$ cat src/rtl/seg7_pkg.sv
package seg7_pkg;

  localparam int SEG_W  = 7;
  localparam int CODE_W = 4;

  typedef logic [SEG_W-1:0]  seg_t;
  typedef logic [CODE_W-1:0] code_t;

  // Resolved drive mode of one digit after control precedence.
  typedef enum logic [1:0] {
    MODE_SHOW  = 2'd0,
    MODE_ZDARK = 2'd1,
    MODE_LAMP  = 2'd2,
    MODE_BLANK = 2'd3
  } drive_mode_e;

  localparam seg_t SEG_ALL_ON  = '1;
  localparam seg_t SEG_ALL_OFF = '0;

  // Lit-segment pattern, bit0 = a ... bit6 = g.
  function automatic seg_t glyph_of(input code_t c);
    seg_t s;
    case (c)
      4'd0:    s = 7'h3F;
      4'd1:    s = 7'h06;
      4'd2:    s = 7'h5B;
      4'd3:    s = 7'h4F;
      4'd4:    s = 7'h66;
      4'd5:    s = 7'h6D;
      4'd6:    s = 7'h7D;
      4'd7:    s = 7'h07;
      4'd8:    s = 7'h7F;
      4'd9:    s = 7'h6F;
      4'd10:   s = 7'h58;
      4'd11:   s = 7'h4C;
      4'd12:   s = 7'h62;
      4'd13:   s = 7'h69;
      4'd14:   s = 7'h78;
      default: s = 7'h00;
    endcase
    return s;
  endfunction

  // Precedence: blank, then lamp test, then zero suppression, then decode.
  function automatic drive_mode_e resolve_mode(input logic blank_n,
                                               input logic lamp_n,
                                               input logic zsup_n,
                                               input logic is_zero);
    drive_mode_e m;
    if (!blank_n)                m = MODE_BLANK;
    else if (!lamp_n)            m = MODE_LAMP;
    else if (!zsup_n && is_zero) m = MODE_ZDARK;
    else                         m = MODE_SHOW;
    return m;
  endfunction

endpackage

$ cat src/rtl/seg7_glyph_rom.sv
module seg7_glyph_rom
  import seg7_pkg::*;
(
  input  code_t code_i,
  output seg_t  glyph_o
);
  assign glyph_o = glyph_of(code_i);
endmodule

$ cat src/rtl/seg7_mode_ctrl.sv
module seg7_mode_ctrl
  import seg7_pkg::*;
(
  input  logic        blank_n_i,
  input  logic        lamp_n_i,
  input  logic        zsup_in_n_i,
  input  code_t       code_i,
  output drive_mode_e mode_o,
  output logic        zsup_out_n_o
);
  logic is_zero;
  assign is_zero      = (code_i == '0);
  assign mode_o       = resolve_mode(blank_n_i, lamp_n_i, zsup_in_n_i, is_zero);
  assign zsup_out_n_o = (mode_o != MODE_ZDARK);
endmodule

$ cat src/rtl/seg7_polarity.sv
module seg7_polarity
  import seg7_pkg::*;
#(
  parameter bit ACTIVE_LOW = 1'b1
) (
  input  seg_t lit_i,
  output seg_t pin_o
);
  generate
    if (ACTIVE_LOW) begin : g_anode
      assign pin_o = ~lit_i;
    end else begin : g_cathode
      assign pin_o = lit_i;
    end
  endgenerate
endmodule

$ cat src/rtl/seg7_digit.sv
module seg7_digit
  import seg7_pkg::*;
#(
  parameter bit ACTIVE_LOW = 1'b1
) (
  input  code_t code_i,
  input  logic  blank_n_i,
  input  logic  lamp_n_i,
  input  logic  zsup_in_n_i,
  output seg_t  seg_o,
  output logic  zsup_out_n_o
);
  seg_t        glyph;
  seg_t        lit;
  drive_mode_e mode;

  seg7_glyph_rom u_rom (
    .code_i (code_i),
    .glyph_o(glyph)
  );

  seg7_mode_ctrl u_ctrl (
    .blank_n_i   (blank_n_i),
    .lamp_n_i    (lamp_n_i),
    .zsup_in_n_i (zsup_in_n_i),
    .code_i      (code_i),
    .mode_o      (mode),
    .zsup_out_n_o(zsup_out_n_o)
  );

  always_comb begin
    case (mode)
      MODE_BLANK: lit = SEG_ALL_OFF;
      MODE_LAMP:  lit = SEG_ALL_ON;
      MODE_ZDARK: lit = SEG_ALL_OFF;
      default:    lit = glyph;
    endcase
  end

  seg7_polarity #(.ACTIVE_LOW(ACTIVE_LOW)) u_pol (
    .lit_i(lit),
    .pin_o(seg_o)
  );
endmodule

$ cat src/rtl/seg7_display_chain.sv
module seg7_display_chain
  import seg7_pkg::*;
#(
  parameter int N_DIGITS   = 4,
  parameter bit ACTIVE_LOW = 1'b1,
  parameter bit KEEP_LSD   = 1'b1
) (
  input  logic [N_DIGITS*CODE_W-1:0] bcd_in,
  input  logic                       blank_in_n,
  input  logic                       lamp_test_n,
  input  logic                       lead_in_n,
  output logic [N_DIGITS*SEG_W-1:0]  seg_out,
  output logic                       chain_out_n
);
  localparam int TOP = N_DIGITS - 1;

  // Named chain wires, observed by the checker.
  logic [N_DIGITS-1:0] zin_n;
  logic [N_DIGITS-1:0] zout_n;

  generate
    for (genvar i = 0; i < N_DIGITS; i++) begin : g_dig
      if (i == TOP) begin : g_lead
        assign zin_n[i] = lead_in_n;
      end else if (i == 0 && KEEP_LSD) begin : g_keep
        assign zin_n[i] = 1'b1;
      end else begin : g_link
        assign zin_n[i] = zout_n[i+1];
      end

      seg7_digit #(.ACTIVE_LOW(ACTIVE_LOW)) u_digit (
        .code_i      (bcd_in[i*CODE_W +: CODE_W]),
        .blank_n_i   (blank_in_n),
        .lamp_n_i    (lamp_test_n),
        .zsup_in_n_i (zin_n[i]),
        .seg_o       (seg_out[i*SEG_W +: SEG_W]),
        .zsup_out_n_o(zout_n[i])
      );
    end
  endgenerate

  assign chain_out_n = zout_n[0];
endmodule

$ cat config.mk
export PLATFORM = sky130hd
export DESIGN_NAME = seg7_display_chain
export DESIGN_NICKNAME = d
export VERILOG_FILES = /design/src/rtl/seg7_pkg.sv /design/src/rtl/seg7_glyph_rom.sv /design/src/rtl/seg7_mode_ctrl.sv /design/src/rtl/seg7_polarity.sv /design/src/rtl/seg7_digit.sv /design/src/rtl/seg7_display_chain.sv
export SDC_FILE = /design/constraint.sdc
export NUM_CORES = 1
export LEC_CHECK = 0
export ABC_AREA = 1
export CELL_PAD_IN_SITES_DETAIL_PLACEMENT = 0
export CELL_PAD_IN_SITES_GLOBAL_PLACEMENT = 1
export CORE_MARGIN = 2
export CORE_UTILIZATION = 30
export DETAILED_ROUTE_END_ITERATION = 16
export GPL_ROUTABILITY_DRIVEN = 0
export MAX_ROUTING_LAYER = met4
export PLACE_DENSITY_LB_ADDON = 0.1
export SETUP_SLACK_MARGIN = 0.05
export SLEW_MARGIN = 20
export SYNTH_ARGS = -nofsm -noshare
export SYNTH_HDL_FRONTEND = slang
export SYNTH_SLANG_ARGS = --single-unit
$ cat constraint.sdc
create_clock -name vclk -period 1.6
set_clock_uncertainty 0.05 [all_clocks]
set_input_delay 0.16 -clock vclk [all_inputs]
set_output_delay 0.16 -clock vclk [all_outputs]
set_load 0.05 [all_outputs]
==> impl_metrics.sql <==
INSERT INTO impl_metrics (metric_group, metric, value, unit) VALUES
('outcome', 'result_of_the_run', 'complete, no violations', ''),
('setup_path', 'critical_path.slowest_cell', 'nand3_4', ''),
('timing', 'layout_worst_path_cycle_share', '0.927', ''),
('setup_path', 'critPathLaunchType', 'input pin', ''),
('grt', 'globalRouteOverflowTotal', '0', ''),
('yosys', 'seq_area_frac_synth', '0', ''),
('route', 'final_antenna_net_count', '0', ''),
('setup_path', 'critical_path.most_common_cell', 'inv_2', ''),
('worst_hold_path', 'min_path_cells', '6', ''),
('timing', 'report.final.setup_viol', '0', ''),
('floorplan', 'die-area', '0.00393', 'sq mm'),
('grt', 'grt_antenna_before_repair', '0', ''),
('layout', 'finish.net_count', '316', ''),
('route', 'route.detailed.wl_per_inst', '11.5', 'um'),
('layout', 'fin_area', '0.00230', 'sq mm'),
('pwr', 'irDropWorstVdd', '0.263', 'mV'),
('yosys', 'synth_top_area_share', '0.291', ''),
('yosys', 'post-synth-top-count-cell', 'nand2_1', ''),
('setup_path', 'timing_startpoint_of_the_critical_path', 'bcd_in[9]', ''),
('grt', 'combined_global_route_utilization_of_all_metal_layers', '0.187', ''),
('layout', 'post_route_cells_drive_above_1_share', '0.469', ''),
('placed_design', 'port_buffers', '47', ''),
('grt', 'grt_pass1_wl', '6160', 'um'),
('grt', 'maximum_number_of_pins_on_one_net_before_global_route_repair', '13', ''),
('clock_tree', 'postCtsHoldBufs', '0', ''),
('route', 'starting_drc_count_in_detailed_routing', '81', ''),
('worst_hold_path', 'hold_path_class', 'in -> out', ''),
('setup_path', 'cp_max_fo', '7', ''),
('setup_path', 'capturing_element_type_of_the_critical_path', 'primary output', ''),
('floorplan', 'die_height', '62.7', 'um'),
('route', 'route.vias.total', '1489', ''),
('layout', 'multiInputGateArea', '0.00112', 'sq mm'),
('floorplan', 'die_width', '62.7', 'um'),
('route', 'detail_route.drc_violations', '0', ''),
('floorplan', 'core.rowCount', '21', ''),
('run', 'maxCapViolations', '0', ''),
('route', 'avgViaCountPerCell', '4.70', ''),
('timing', 'layout_setup_ws', '117', 'ps'),
('timing', 'clock.fmax', '674', 'MHz'),
('floorplan', 'initial_utilization', '0.312', ''),
('timing', 'post-route-min-period', '1480', 'ps'),
('layout', 'area.sequential', '0', 'sq um'),
('yosys', 'yosys-top-cells-area', 'ha_1, nand2_1, o21ai_0, inv_1, nand3_1', ''),
('worst_hold_path', 'worstHoldStart', 'bcd_in[14]', ''),
('placed_design', 'placement_setup_slack', '-214', 'ps'),
('yosys', 'synthDominantAreaCellType', 'ha_1', ''),
('setup_path', 'cp_slowest_stage_delay', '220', 'ps'),
('yosys', 'synth.lib_cells_used.distinct', '21', ''),
('yosys', 'syn_avg_cell_area', '5.49', 'sq um'),
('layout', 'final.fill_count', '287', ''),
('placed_design', 'dp_hpwl', '2780', 'um'),
('grt', 'grt_pass1_vias', '1455', ''),
('floorplan', 'boundaryPins', '48', ''),
('setup_path', 'cp_cell_sequence', 'clkdlybuf4s15_1, inv_2, ha_4, inv_2, o21ai_4, nand3_4, nand2_4, buf_12', ''),
('layout', 'clock_buffer_count', '0', ''),
('setup_path', 'cp_required', '1390', 'ps'),
('timing', 'rsz_0062_raised_after_global_routing', 'true', ''),
('yosys', 'synth.top_cells.by_count', 'nand2_1, ha_1, inv_1', ''),
('layout', 'num_antenna_cells', '0', ''),
('yosys', 'syn_nets', '231', ''),
('timing', 'finalHoldViolCount', '0', ''),
('yosys', 'cells_after_synth', '188', ''),
('setup_path', 'critical_path_arrival', '1270', 'ps'),
('pwr', 'powerDensity', '401', 'mW/mm^2'),
('placed_design', 'dpl-instance-area', '0.00207', 'sq mm'),
('pwr', 'static-leakage-power', '0.00119', 'uW'),
('layout', 'layout-area-overhead-vs-synth', '123', '%'),
('yosys', 'netlist_area', '0.00103', 'sq mm'),
('setup_path', 'worstSetupPathType', 'in -> out', ''),
('layout', 'layout.sequential_cells', '0', ''),
('timing', 'final-max-slew-violation-count', '0', ''),
('route', 'detailedRoute.firstPassIterationCount', '4', ''),
('route', 'wirelength', '3650', 'um'),
('floorplan', 'core', '0.00331', 'sq mm'),
('worst_hold_path', 'worstHoldEndpoint', 'seg_out[26]', ''),
('yosys', 'synthesis.yosys.warnings', '0', '');
==> cell families after synthesis <==
kind of cell               Yosys count  synth area share
other                                1           0.00363
AOI/OAI and AO/OA                   34             0.189
adders and majority gates           24             0.291
and+or+nand+nor                    101             0.406
buffers and inverters               28             0.110
==> cell type report <==
cell class                      instances  area share
Multi-Input combinational cell        160       0.487
Timing Repair Buffer                   88       0.447
Inverter                               23      0.0408
Tap cell                               46      0.0250
==> cell usage in the layout, fill, tap and decap left out <==
| master | netlist | layout |
|---|---|---|
| nand3_4 | 1 | 1 |
| clkdlybuf4s50_1 | 0 | 1 |
| o21ai_4 | 0 | 1 |
| nor2_4 | 0 | 1 |
| buf_4 | 1 | 40 |
| a21boi_1 | 0 | 2 |
| o21ai_2 | 1 | 8 |
| a21oi_2 | 0 | 1 |
| inv_8 | 0 | 1 |
| nor2_2 | 0 | 1 |
| clkbuf_2 | 1 | 3 |
| a21oi_1 | 4 | 3 |
| nand2_1 | 77 | 57 |
| inv_2 | 3 | 12 |
| a22oi_1 | 1 | 1 |
| nand2_2 | 3 | 14 |
| nand3_1 | 15 | 13 |
| nand2_4 | 0 | 8 |
| conb_1 | 1 | 1 |
| nor2_1 | 5 | 3 |
| o22ai_1 | 3 | 3 |
| nand2_8 | 0 | 1 |
| o21ai_1 | 2 | 1 |
| dlygate4sd2_1 | 0 | 11 |
| o21ai_0 | 17 | 10 |
| clkdlybuf4s15_1 | 0 | 3 |
| inv_1 | 20 | 10 |
| ha_4 | 0 | 3 |
| o211ai_1 | 3 | 3 |
| buf_12 | 0 | 28 |
| buf_2 | 3 | 1 |
| nand3_2 | 0 | 2 |
| ha_1 | 24 | 21 |
| a21o_1 | 1 | 1 |
| buf_6 | 0 | 1 |
==> metrics by stage <==
step            util  hold slack (ps)  std cells  total power [uW]  TNS (ps)
2_1_floorplan      -              648        188               403         0
3_3_place_gp   0.625             1170        310               836     -4050
3_5_place_dp   0.625             1170        310               843     -4270
4_1_cts        0.689              952        317               910         0
5_1_grt        0.695              843        317               977         0
6_report       0.695              802        317               924         0
==> critical path: cells and delay by family <==
kind	cells	cell delay (ps)
and+or+nand+nor	2	360
buffers and inverters	4	460
AOI/OAI and AO/OA	1	170
adders and majority gates	1	130
==> timing repair <==
| action | 4_1_cts | 5_1_grt |
|---|---|---|
| resized for setup | 80 | 19 |
| buffers inserted | 7 | 0 |
| setup endpoints to repair | 28 | 19 |
| pin swaps | 16 | 14 |
==> worst max-delay path by stage <==
stage	depth (start not counted)	to
final	8	seg_out[9]
after global placement	8	seg_out[18]
after floorplan	5	seg_out[3]
after global routing	8	seg_out[5]
after detailed placement	8	seg_out[15]
after CTS	10	seg_out[7]
==> power by group <==
group / internal (uW) / switching, uW / total, uW / leakage [uW]
Clock: 0 / 0 / 0 / 0
Sequential: 0 / 0 / 0 / 0
Combinational: 419 / 504 / 924 / 0.00119
Total: 419 / 504 / 924 / 0.00119
==> routing by layer <==
layer	vias to the layer above	routed length (um)	global-route usage	share of wire
li1	767	-	-	-
met1	677	1450	0.204	0.40
met2	37	1990	0.370	0.55
met3	8	134	0.0126	0.037
met4	0	74	0.0361	0.020
met5	-	0	-	0
Power figures use the tool's default switching activity.
